==> src/rtl/encspi_pkg.sv <==
package encspi_pkg;
  typedef enum logic [1:0] {CK_NONE, CK_ENC, CK_VER, CK_PROTO} cmd_kind_e;

  localparam int PACK_N  = 5;
  localparam int PACK_CW = $clog2(PACK_N + 1);

  localparam logic [7:0]  TAG_POS    = 8'h10;
  localparam logic [7:0]  TAG_TURN   = 8'h20;
  localparam logic [7:0]  TAG_EID    = 8'h40;
  localparam logic [7:0]  TAG_AUX    = 8'h50;
  localparam logic [7:0]  TAG_STAT   = 8'h70;
  localparam logic [7:0]  TAG_VER    = 8'hFF;
  localparam logic [31:0] PROTO_WORD = 32'h54414D54;
endpackage

==> src/rtl/encspi_cmd_decode.sv <==
module encspi_cmd_decode
  import encspi_pkg::*;
(
  input  logic [7:0] cmd_byte,
  output cmd_kind_e  kind,
  output logic [3:0] enc_id
);
  always_comb begin
    kind   = CK_NONE;
    enc_id = 4'h0;
    case (cmd_byte)
      8'h80, 8'h81, 8'h82, 8'h83, 8'h86,
      8'h87, 8'h88, 8'h8C, 8'h8D: begin
        kind   = CK_ENC;
        enc_id = cmd_byte[3:0];
      end
      8'hFF:   kind = CK_VER;
      8'hFE:   kind = CK_PROTO;
      default: kind = CK_NONE;
    endcase
  end
endmodule

==> src/rtl/encspi_reply_pack.sv <==
module encspi_reply_pack
  import encspi_pkg::*;
#(
  parameter logic [7:0] VER_MAJOR = 8'h01,
  parameter logic [7:0] VER_MINOR = 8'h00
) (
  input  cmd_kind_e                   kind,
  input  logic [3:0]                  enc_id,
  input  logic [7:0]                  status,
  input  logic [23:0]                 pos,
  input  logic [23:0]                 turns,
  input  logic [7:0]                  eid,
  input  logic [7:0]                  alarm,
  input  logic [7:0]                  mem_addr,
  input  logic [7:0]                  mem_data,
  input  logic [7:0]                  crc_rx,
  input  logic [7:0]                  crc_calc,
  output logic [PACK_N-1:0][31:0]     words,
  output logic [PACK_CW-1:0]          count
);
  logic [31:0] w_stat, w_pos, w_turn, w_eid, w_alm, w_mem;

  assign w_stat = {TAG_STAT, status, crc_rx, crc_calc};
  assign w_pos  = {TAG_POS, pos};
  assign w_turn = {TAG_TURN, turns};
  assign w_eid  = {TAG_EID, 16'h0000, eid};
  assign w_alm  = {TAG_AUX, 16'h0000, alarm};
  assign w_mem  = {TAG_AUX, 8'h00, mem_data, mem_addr};

  always_comb begin
    words = '0;
    count = '0;
    case (kind)
      CK_VER: begin
        words[0] = {TAG_VER, 8'h00, VER_MAJOR, VER_MINOR};
        count    = PACK_CW'(1);
      end
      CK_PROTO: begin
        words[0] = PROTO_WORD;
        count    = PACK_CW'(1);
      end
      CK_ENC: begin
        case (enc_id)
          4'h1: begin
            words[0] = w_turn; words[1] = w_stat; count = PACK_CW'(2);
          end
          4'h2: begin
            words[0] = w_eid;  words[1] = w_stat; count = PACK_CW'(2);
          end
          4'h3: begin
            words[0] = w_pos;  words[1] = w_eid;  words[2] = w_turn;
            words[3] = w_alm;  words[4] = w_stat; count = PACK_CW'(5);
          end
          4'h6, 4'hD: begin
            words[0] = w_mem;  words[1] = w_stat; count = PACK_CW'(2);
          end
          default: begin
            words[0] = w_pos;  words[1] = w_stat; count = PACK_CW'(2);
          end
        endcase
      end
      default: count = '0;
    endcase
  end
endmodule

==> src/rtl/encspi_reply_buf.sv <==
module encspi_reply_buf
  import encspi_pkg::*;
#(
  parameter int DEPTH = 8,
  parameter int CNT_W = $clog2(DEPTH + 1)
) (
  input  logic                    clk,
  input  logic                    rst_n,
  input  logic                    load,
  input  logic [PACK_N-1:0][31:0] load_words,
  input  logic [PACK_CW-1:0]      load_cnt,
  input  logic                    pop,
  output logic [31:0]             head,
  output logic [CNT_W-1:0]        count
);
  logic [DEPTH-1:0][31:0] ent;

  for (genvar i = 0; i < DEPTH; i++) begin : g_ent
    logic [31:0] fill_w, next_w;
    if (i < PACK_N) begin : g_fill
      assign fill_w = load_words[i];
    end else begin : g_nofill
      assign fill_w = '0;
    end
    if (i < DEPTH - 1) begin : g_shift
      assign next_w = ent[i+1];
    end else begin : g_last
      assign next_w = '0;
    end
    always_ff @(posedge clk or negedge rst_n) begin
      if (!rst_n)                    ent[i] <= '0;
      else if (load)                 ent[i] <= fill_w;
      else if (pop && count != '0)   ent[i] <= next_w;
    end
  end

  always_ff @(posedge clk or negedge rst_n) begin
    if (!rst_n)                    count <= '0;
    else if (load)                 count <= CNT_W'(load_cnt);
    else if (pop && count != '0)   count <= count - CNT_W'(1);
  end

  assign head = ent[0];

  // each removal takes exactly one word
  a_r8_pop_one: assert property (@(posedge clk) disable iff (!rst_n)
    (pop && !load && count != '0) |=> count == $past(count) - CNT_W'(1));

  // a reply is only loaded into a queue that is empty after this cycle's removal
  a_r10_load_empty: assert property (@(posedge clk) disable iff (!rst_n)
    load |-> (count == '0 || (pop && count == CNT_W'(1))));
endmodule

==> src/rtl/encspi_host_front.sv <==
module encspi_host_front
  import encspi_pkg::*;
#(
  parameter int         DEPTH     = 8,
  parameter logic [7:0] VER_MAJOR = 8'h01,
  parameter logic [7:0] VER_MINOR = 8'h00
) (
  input  logic        clk,
  input  logic        rst_n,
  input  logic        dg_valid,
  input  logic [31:0] dg_data,
  output logic [31:0] tx_word,
  output logic        data_avail,
  output logic        cmd_err,
  output logic        req_valid,
  input  logic        req_ready,
  output logic [3:0]  req_id,
  output logic [6:0]  req_addr,
  output logic [7:0]  req_data,
  input  logic        rsp_valid,
  output logic        rsp_ready,
  input  logic [7:0]  rsp_status,
  input  logic [23:0] rsp_pos,
  input  logic [23:0] rsp_turns,
  input  logic [7:0]  rsp_enc_id,
  input  logic [7:0]  rsp_alarm,
  input  logic [7:0]  rsp_mem_addr,
  input  logic [7:0]  rsp_mem_data,
  input  logic [7:0]  rsp_crc_rx,
  input  logic [7:0]  rsp_crc_calc
);
  localparam int CNT_W = $clog2(DEPTH + 1);

  typedef enum logic [1:0] {ST_IDLE, ST_REQ, ST_WAIT} state_e;

  state_e                  state;
  cmd_kind_e               dec_kind, pk_kind;
  logic [3:0]              dec_id;
  logic [PACK_N-1:0][31:0] pk_words;
  logic [PACK_CW-1:0]      pk_cnt;
  logic [31:0]             buf_head;
  logic [CNT_W-1:0]        buf_cnt, remain;
  logic pop, is_cmd, blocked, accept, start_enc, local_load, rsp_take, buf_load;

  encspi_cmd_decode u_dec (
    .cmd_byte (dg_data[31:24]),
    .kind     (dec_kind),
    .enc_id   (dec_id)
  );

  assign pop        = dg_valid && (buf_cnt != '0);
  assign remain     = buf_cnt - CNT_W'(pop);
  assign is_cmd     = dg_valid && (dg_data[31:24] != 8'h00);
  assign blocked    = is_cmd && ((remain != '0) || (state != ST_IDLE));
  assign accept     = is_cmd && !blocked;
  assign start_enc  = accept && (dec_kind == CK_ENC);
  assign local_load = accept && (dec_kind == CK_VER || dec_kind == CK_PROTO);
  assign rsp_ready  = (state == ST_WAIT);
  assign req_valid  = (state == ST_REQ);
  assign rsp_take   = rsp_valid && rsp_ready;
  assign buf_load   = local_load || rsp_take;
  assign pk_kind    = rsp_take ? CK_ENC : dec_kind;

  encspi_reply_pack #(.VER_MAJOR(VER_MAJOR), .VER_MINOR(VER_MINOR)) u_pack (
    .kind     (pk_kind),
    .enc_id   (req_id),
    .status   (rsp_status),
    .pos      (rsp_pos),
    .turns    (rsp_turns),
    .eid      (rsp_enc_id),
    .alarm    (rsp_alarm),
    .mem_addr (rsp_mem_addr),
    .mem_data (rsp_mem_data),
    .crc_rx   (rsp_crc_rx),
    .crc_calc (rsp_crc_calc),
    .words    (pk_words),
    .count    (pk_cnt)
  );

  encspi_reply_buf #(.DEPTH(DEPTH), .CNT_W(CNT_W)) u_buf (
    .clk        (clk),
    .rst_n      (rst_n),
    .load       (buf_load),
    .load_words (pk_words),
    .load_cnt   (pk_cnt),
    .pop        (pop),
    .head       (buf_head),
    .count      (buf_cnt)
  );

  always_ff @(posedge clk or negedge rst_n) begin
    if (!rst_n) begin
      state    <= ST_IDLE;
      req_id   <= '0;
      req_addr <= '0;
      req_data <= '0;
    end else begin
      case (state)
        ST_IDLE: if (start_enc) begin
          state    <= ST_REQ;
          req_id   <= dec_id;
          req_addr <= dg_data[6:0];
          req_data <= dg_data[15:8];
        end
        ST_REQ:  if (req_ready) state <= ST_WAIT;
        ST_WAIT: if (rsp_take)  state <= ST_IDLE;
        default: state <= ST_IDLE;
      endcase
    end
  end

  always_ff @(posedge clk or negedge rst_n) begin
    if (!rst_n)       cmd_err <= 1'b0;
    else if (blocked) cmd_err <= 1'b1;
  end

  assign data_avail = (buf_cnt != '0);
  assign tx_word    = data_avail ? buf_head : 32'h0;

  a_r12_req_hold: assert property (@(posedge clk) disable iff (!rst_n)
    (req_valid && !req_ready) |=> (req_valid && $stable(req_id) &&
                                   $stable(req_addr) && $stable(req_data)));

  a_r12_rsp_gate: assert property (@(posedge clk) disable iff (!rst_n)
    rsp_ready |-> !req_valid);

  a_r11_err_sticky: assert property (@(posedge clk) disable iff (!rst_n)
    cmd_err |=> cmd_err);

  a_r9_avail_fall: assert property (@(posedge clk) disable iff (!rst_n)
    $fell(data_avail) |-> $past(dg_valid));

  a_r1_id_legal: assert property (@(posedge clk) disable iff (!rst_n)
    req_valid |-> (req_id inside {4'h0, 4'h1, 4'h2, 4'h3, 4'h6, 4'h7, 4'h8, 4'hC, 4'hD}));
endmodule

==> config.mk <==
export PLATFORM = sky130hd
export DESIGN_NAME = encspi_host_front
export DESIGN_NICKNAME = d
export VERILOG_FILES = /design/src/rtl/encspi_pkg.sv /design/src/rtl/encspi_cmd_decode.sv /design/src/rtl/encspi_reply_pack.sv /design/src/rtl/encspi_reply_buf.sv /design/src/rtl/encspi_host_front.sv
export SDC_FILE = /design/constraint.sdc
export NUM_CORES = 1
export LEC_CHECK = 0
export CORE_UTILIZATION = 40
export DETAILED_ROUTE_END_ITERATION = 10
export GPL_ROUTABILITY_DRIVEN = 0
export HOLD_SLACK_MARGIN = 0.12
export PLACE_DENSITY = 0.68
export SYNTH_ARGS = -nofsm -noshare
export SYNTH_HDL_FRONTEND = slang
export SYNTH_SLANG_ARGS = --single-unit
export TNS_END_PERCENT = 20
==> constraint.sdc <==
create_clock -name clk -period 2.7 [get_ports clk]
set_input_delay 0.27 -clock clk [delete_from_list [all_inputs] [get_ports clk]]
set_output_delay 0.27 -clock clk [all_outputs]
set_load 0.05 [all_outputs]
# After elaboration in Yosys (flattened, before gate mapping)
# Index checks and enable logic that the tools add are counted.
# word_totals
in_bits	141
ff_bits	282
# op_classes
n_eq_ne	27
addsub	2
reduce_logical	23
muxes	32
# ops
cell	count
two-way mux 32 bit	17
case mux 62 bit (4 select lines)	1
two-way mux 127 bit	1
case mux 32 bit (3 select lines)	1
two-way mux 95 bit	1
== test 8 bit, second input constant	11
two-way mux 4 bit	3
case mux 2 bit (3 select lines)	2
== test 2 bit, second input constant	5
OR reduction 9 bit	1
== test 4 x 2 -> 1 bit, second input constant	2
logical AND 1 bit	8
two-way mux 2 bit	4
nonzero test 4 bit	2
nonzero test 8 bit	1
== test 2 x 1 -> 1 bit, second input constant	3
case mux 3 bit (2 select lines)	1
== test 4 x 1 -> 1 bit, second input constant	1
== test 4 x 3 -> 1 bit, second input constant	1
== test 4 bit, second input constant	1
inequality test 2 x 1 -> 1 bit, second input constant	2
nonzero test 2 bit	2
OR reduction 2 bit	2
subtractor 4 x 1 -> 4 bit	1
other kinds (8)	10

# Longest topological paths before layout
# depth
depth_word	11
depth_mapped	15
depth_no_buf	12

# Modules after synthesis
# Synthesis repeated with hierarchy kept, for this count alone.
# hier_totals
hier_cells	1282
hier_area_um2	11157.0
# modules_own_cells
module	cells_per_inst	instances	area_per_inst_um2	seq_area_each_um2
encspi_reply_buf	896	1	8037.7	4103.9
encspi_reply_pack	267	1	1769.2	0.0
encspi_host_front	104	1	1239.9	550.5
encspi_cmd_decode	15	1	110.1	0.0

# Least setup slack after synthesis
# No wires, ideal clock.
# synth_path
kind	register to register
start	register u_buf.count[1]
end	register req_addr[0]
path_stages_with_launch	15
period_less_slack_ns	2.954
arrival_time_ns	2.829
path_slack_ns	-0.254
t_required_ns	2.575
path_cell_list	dfrtp_1 > inv_1 > ha_1 > nor3b_1 > inv_1 > nand2_1 > clkinv_1 > clkbuf_1 > ha_1 > xnor2_1 > and3_4 > and3_1 > nand3_2 > buf_6 > mux2_4
# synth_between
elab_chain_cells	10
# synth_lines
item	line_no	rtl
start, declared	encspi_reply_buf.sv:14	output logic [CNT_W-1:0] count
start signal, assigned	encspi_reply_buf.sv:39	else if (load) count <= CNT_W'(load_cnt);
start signal, assigned	encspi_reply_buf.sv:40	else if (pop && count != '0) count <= count - CNT_W'(1);
nonzero test 4 bit	encspi_host_front.sv:51	assign pop = dg_valid && (buf_cnt != '0);
logical AND 1 bit	encspi_host_front.sv:51	
subtractor 4 x 1 -> 4 bit (*)	encspi_host_front.sv:52	assign remain = buf_cnt - CNT_W'(pop);
nonzero test 4 bit (*)	encspi_host_front.sv:54	assign blocked = is_cmd && ((remain != '0) || (state != ST_IDLE));
logical OR 1 bit (*)	encspi_host_front.sv:54	
logical AND 1 bit (*)	encspi_host_front.sv:54	
logical NOT 1 bit (*)	encspi_host_front.sv:55	assign accept = is_cmd && !blocked;
logical AND 1 bit (*)	encspi_host_front.sv:55	
logical AND 1 bit (*)	encspi_host_front.sv:56	assign start_enc = accept && (dec_kind == CK_ENC);
AND reduction 2 bit (no line) (*)	n/a	
end signal, assigned	encspi_host_front.sv:102	req_addr <= dg_data[6:0];
end, declared	encspi_host_front.sv:18	output logic [6:0] req_addr,
# Mark *: on every way between the ends. The rest lies on a longest branch, timed or not.
# A chain may end at the register's enable or synchronous reset.

# Worst setup path in the final report
# layout_path
start	register u_buf.count[0]
end	register u_buf.ent (netlist bit u_buf.g_ent[2].next_w[5])
# layout_between
elab_chain_cells	11
word_cells_on_any_way	13
cone_classes	1 x add/sub; 1 x mux; 11 x reduce/logical
# layout_lines
item	line_no	rtl
nonzero test 4 bit	encspi_reply_buf.sv:33, encspi_host_front.sv:51	
logical AND 1 bit	encspi_host_front.sv:51	
subtractor 4 x 1 -> 4 bit	encspi_host_front.sv:52	
nonzero test 4 bit	encspi_host_front.sv:54	
logical OR 1 bit	encspi_host_front.sv:54	
logical AND 1 bit	encspi_host_front.sv:54	
logical NOT 1 bit	encspi_host_front.sv:55	
logical AND 1 bit	encspi_host_front.sv:55	
logical AND 1 bit	encspi_host_front.sv:57	assign local_load = accept && (dec_kind == CK_VER || dec_kind == CK_PROTO);
logical OR 1 bit	encspi_host_front.sv:61	assign buf_load = local_load || rsp_take;
two-way mux 32 bit or nonzero test 2 bit (tied branches)	n/a	
end signal, assigned by index	encspi_reply_buf.sv:32	else if (load) ent[i] <= fill_w;
end signal, assigned by index	encspi_reply_buf.sv:33	else if (pop && count != '0) ent[i] <= next_w;
end, declared	encspi_reply_buf.sv:16	logic [DEPTH-1:0][31:0] ent;
# Several ways; a longest one is shown, not always the timed one.

==> results_dict.tcl <==
set metrics [dict create \
    fin_util 0.591 \
    crit_slowest_cell "dfrtp_1" \
    synth.distinct_cells 56 \
    path_clk_slew_ps 70 \
    overflow 0 \
    fin_crit_sh 0.968 \
    fin_nets 1126 \
    worstHoldPathType "in -> reg" \
    setup_viol 0 \
    layout_min_cycle_time_ps 2610 \
    path_depth 15 \
    drtAntennaViolNets 0 \
    path_class "reg -> reg" \
    cts_tree "done" \
    dr.pass1.iters 5 \
    async_flop_share 1.00 \
    end_kind "register" \
    relSlewSlack 0.455 \
    seqCellArea_sq_mm 0.00398 \
    synth_fp_nets 940 \
    critPathMaxStageDelay_ps 380 \
    reg2reg_from "u_buf.count[0]" \
    path_max_fanout 20 \
    antenna_found_initial 0 \
    maxSlewViolCount 0 \
    grt_max_degree 111 \
    maxCapViolCount 0 \
    grt_first_pass_wirelength_microns 36800 \
    synth_edf_count 0 \
    route.detailed.drc 0 \
    p_leak_nw 4.84 \
    cts_buffers 17 \
    tns_ps 0 \
    startpoint "u_buf.count[0]" \
    die-area_sq_mm 0.0199 \
    portBuffers 186 \
    worstPathArrival_ps 2960 \
    cts_sinks 159 \
    core_sq_mm 0.0188 \
    worst_pin_slew_ps 816 \
    fin_worst_skew_ps 10.7 \
    wire_per_inst_microns 19.4 \
    crit_chain "inv_2, ha_4, nor3b_4, inv_2, nand2_4, clkinv_2, ha_1, xnor2_2, nand3_2, buf_4, o21ai_4, buf_12, clkbuf_16, nor2_1, a21oi_1" \
    syn_inst 797 \
    track_usage 0.243 \
    outcome "finished, final reports clean" \
    vias 6929 \
    path_delay_family "buffers and inverters" \
    synth_seq_cells 159 \
    cts_max_level 4 \
    synth_area_sq_mm 0.00774 \
    grt_pass1_vias 6443 \
    avgSynthCellArea_sq_um 9.72 \
    via_per_inst 5.52 \
    antennaDiodeCount 0 \
    nFillCells 1580 \
    startpoint_type "register" \
    hold_viol_final 0 \
    synthTopCellsByArea "dfrtp_1 51%, a21oi_1 5.2%, nand2_1 4.8%" \
    cp_num_buf_inv 6 \
    yosys_warnings 0 \
    yosysTopAreaCell "dfrtp_1" \
    initial_core_util 0.411 \
    drt-initial-drc-count 742 \
    insertion_delay_ps 430 \
    crit_end "u_buf.g_ent[2].next_w[5]" \
    r2r-end "u_buf.g_ent[2].next_w[5]" \
    dp_hpwl_microns 15800 \
    yosys.area.top_type_share 0.514 \
    powerDensity_mw_per_mm2 946 \
    dieWidth_microns 141 \
    crit_top_cell "inv_2" \
    synth-seq-area-share 0.514 \
    drive_gt1_frac 0.158 \
    peakVddDrop_mv 0.582 \
    ff2ff_setup_slack_ps 90 \
    clock_path_buffers 2 \
    io_pins 196 \
    cp_data_required_time_ps 3050 \
    syn_to_final_growth_pct 43.7 \
    root_buffer "clkbuf_16" \
    multi_input_area_sq_mm 0.00347 \
    num_rows 50 \
    dieHeight_microns 141 \
    fmax_mhz 383 \
    reg2reg_depth 15 \
    wirelength_microns 24400 \
    synth_flop_cell "dfrtp_1" \
]
[cell usage after synthesis, types with 9 or more instances]
| cell type | number |
|---|---|
| mux2_2 | 16 |
| o21ai_0 | 71 |
| buf_4 | 9 |
| and2_1 | 30 |
| clkbuf_1 | 26 |
| a21oi_1 | 80 |
| o21a_1 | 15 |
| a22o_1 | 30 |
| nor2_1 | 86 |
| dfrtp_1 | 159 |
| mux2i_1 | 12 |
| nand2_1 | 100 |
| buf_2 | 27 |
| mux2_4 | 9 |
| nand3_1 | 9 |
| o22ai_1 | 19 |
[worst min path at each step]
stage | to | slack, ps | cells after the start | startpoint
final | u_buf.g_ent[2].next_w[0] | 390 | 3 | rsp_alarm[0]
after global routing | u_buf.g_ent[1].next_w[17] | 410 | 3 | rsp_turns[17]
after CTS | u_buf.g_ent[2].next_w[0] | 370 | 3 | rsp_alarm[0]
after detailed placement | u_buf.head[17] | 360 | 1 | rst_n
after global placement | u_buf.g_ent[1].next_w[15] | 360 | 1 | rst_n
after floorplan | cmd_err | -30 | 0 | rst_n
[registers in the layout, summed over array words and instances, names as in the netlist]
| name | count |
|---|---|
| state | 2 |
| req_addr | 7 |
| u_buf.g_ent.next_w | 104 |
| u_buf.head | 29 |
| req_id | 4 |
| cmd_err | 1 |
| u_buf.count | 4 |
| req_data | 8 |
[stage by stage]
step | power (mW) | hold WS (ps) | setup slack, ps | area (sq um) | instances
2_1_floorplan | 5.81 | -25.6 | 12.2 | 7770 | 797
3_3_place_gp | 7.82 | 363 | 148 | 10300 | 1216
3_5_place_dp | 7.89 | 363 | 84.9 | 10300 | 1216
4_1_cts | 10.4 | 374 | 43.9 | 11000 | 1249
5_1_grt | 11.0 | 409 | -74.7 | 11100 | 1256
6_report | 10.5 | 389 | 86.6 | 11100 | 1256
[area by class of cell]
| type | instances | area share |
|---|---|---|
| clock inverters | 11 | 0.0137 |
| repair buffers | 231 | 0.244 |
| clock buffers | 21 | 0.0414 |
| flip-flops and latches | 159 | 0.358 |
| inverters | 8 | 0.00281 |
| multi-input cells | 566 | 0.311 |
| well taps | 260 | 0.0292 |
[report_power, final]
part | internal [mW] | total, mW | switching (mW)
combinational | 2.18 | 4.66 | 2.48
sequential | 2.97 | 3.33 | 0.361
clock | 1.52 | 2.54 | 1.02
[routing by layer]
metal,track usage,share of wire
met1,0.342,0.43
met4,0.0881,0.024
met3,0.0428,0.064
met2,0.378,0.48
met5,0,0
[tightest hold or removal path: stages]
cell	delay, ps
clkdlybuf4s50_1	400
nand2_1	60
a21oi_1	50
[kinds of logic after synthesis]
group / after synthesis / share of synthesized area
AO/OA/AOI/OAI: 267 / 0.223
XOR/XNOR: 5 / 0.00565
adder cells (fa/ha/maj): 2 / 0.00323
buffers and inverters: 72 / 0.0456
flip-flops: 159 / 0.514
multiplexers: 37 / 0.0562
AND/OR/NAND/NOR: 255 / 0.152
[layout by cell type (no fill, tap or decap), types with 15 or more instances in the layout]
| cell type | n |
|---|---|
| buf_12 | 43 |
| clkbuf_16 | 20 |
| nand2_1 | 99 |
| o22ai_1 | 19 |
| and2_1 | 30 |
| nor2_1 | 85 |
| clkdlybuf4s50_1 | 153 |
| a22o_1 | 30 |
| buf_4 | 30 |
| o21ai_0 | 71 |
| a21oi_1 | 80 |
| dfrtp_1 | 159 |
| o21a_1 | 15 |
| mux2_2 | 16 |
[timing repair]
action | 4_1_cts | 5_1_grt
buffers inserted | 0 | 4
resized for setup | 0 | 6
hold endpoints to repair | 71 | 0
hold buffers | 1 | 0
setup endpoints to repair | 0 | 65
Power figures use the tool's default switching activity.
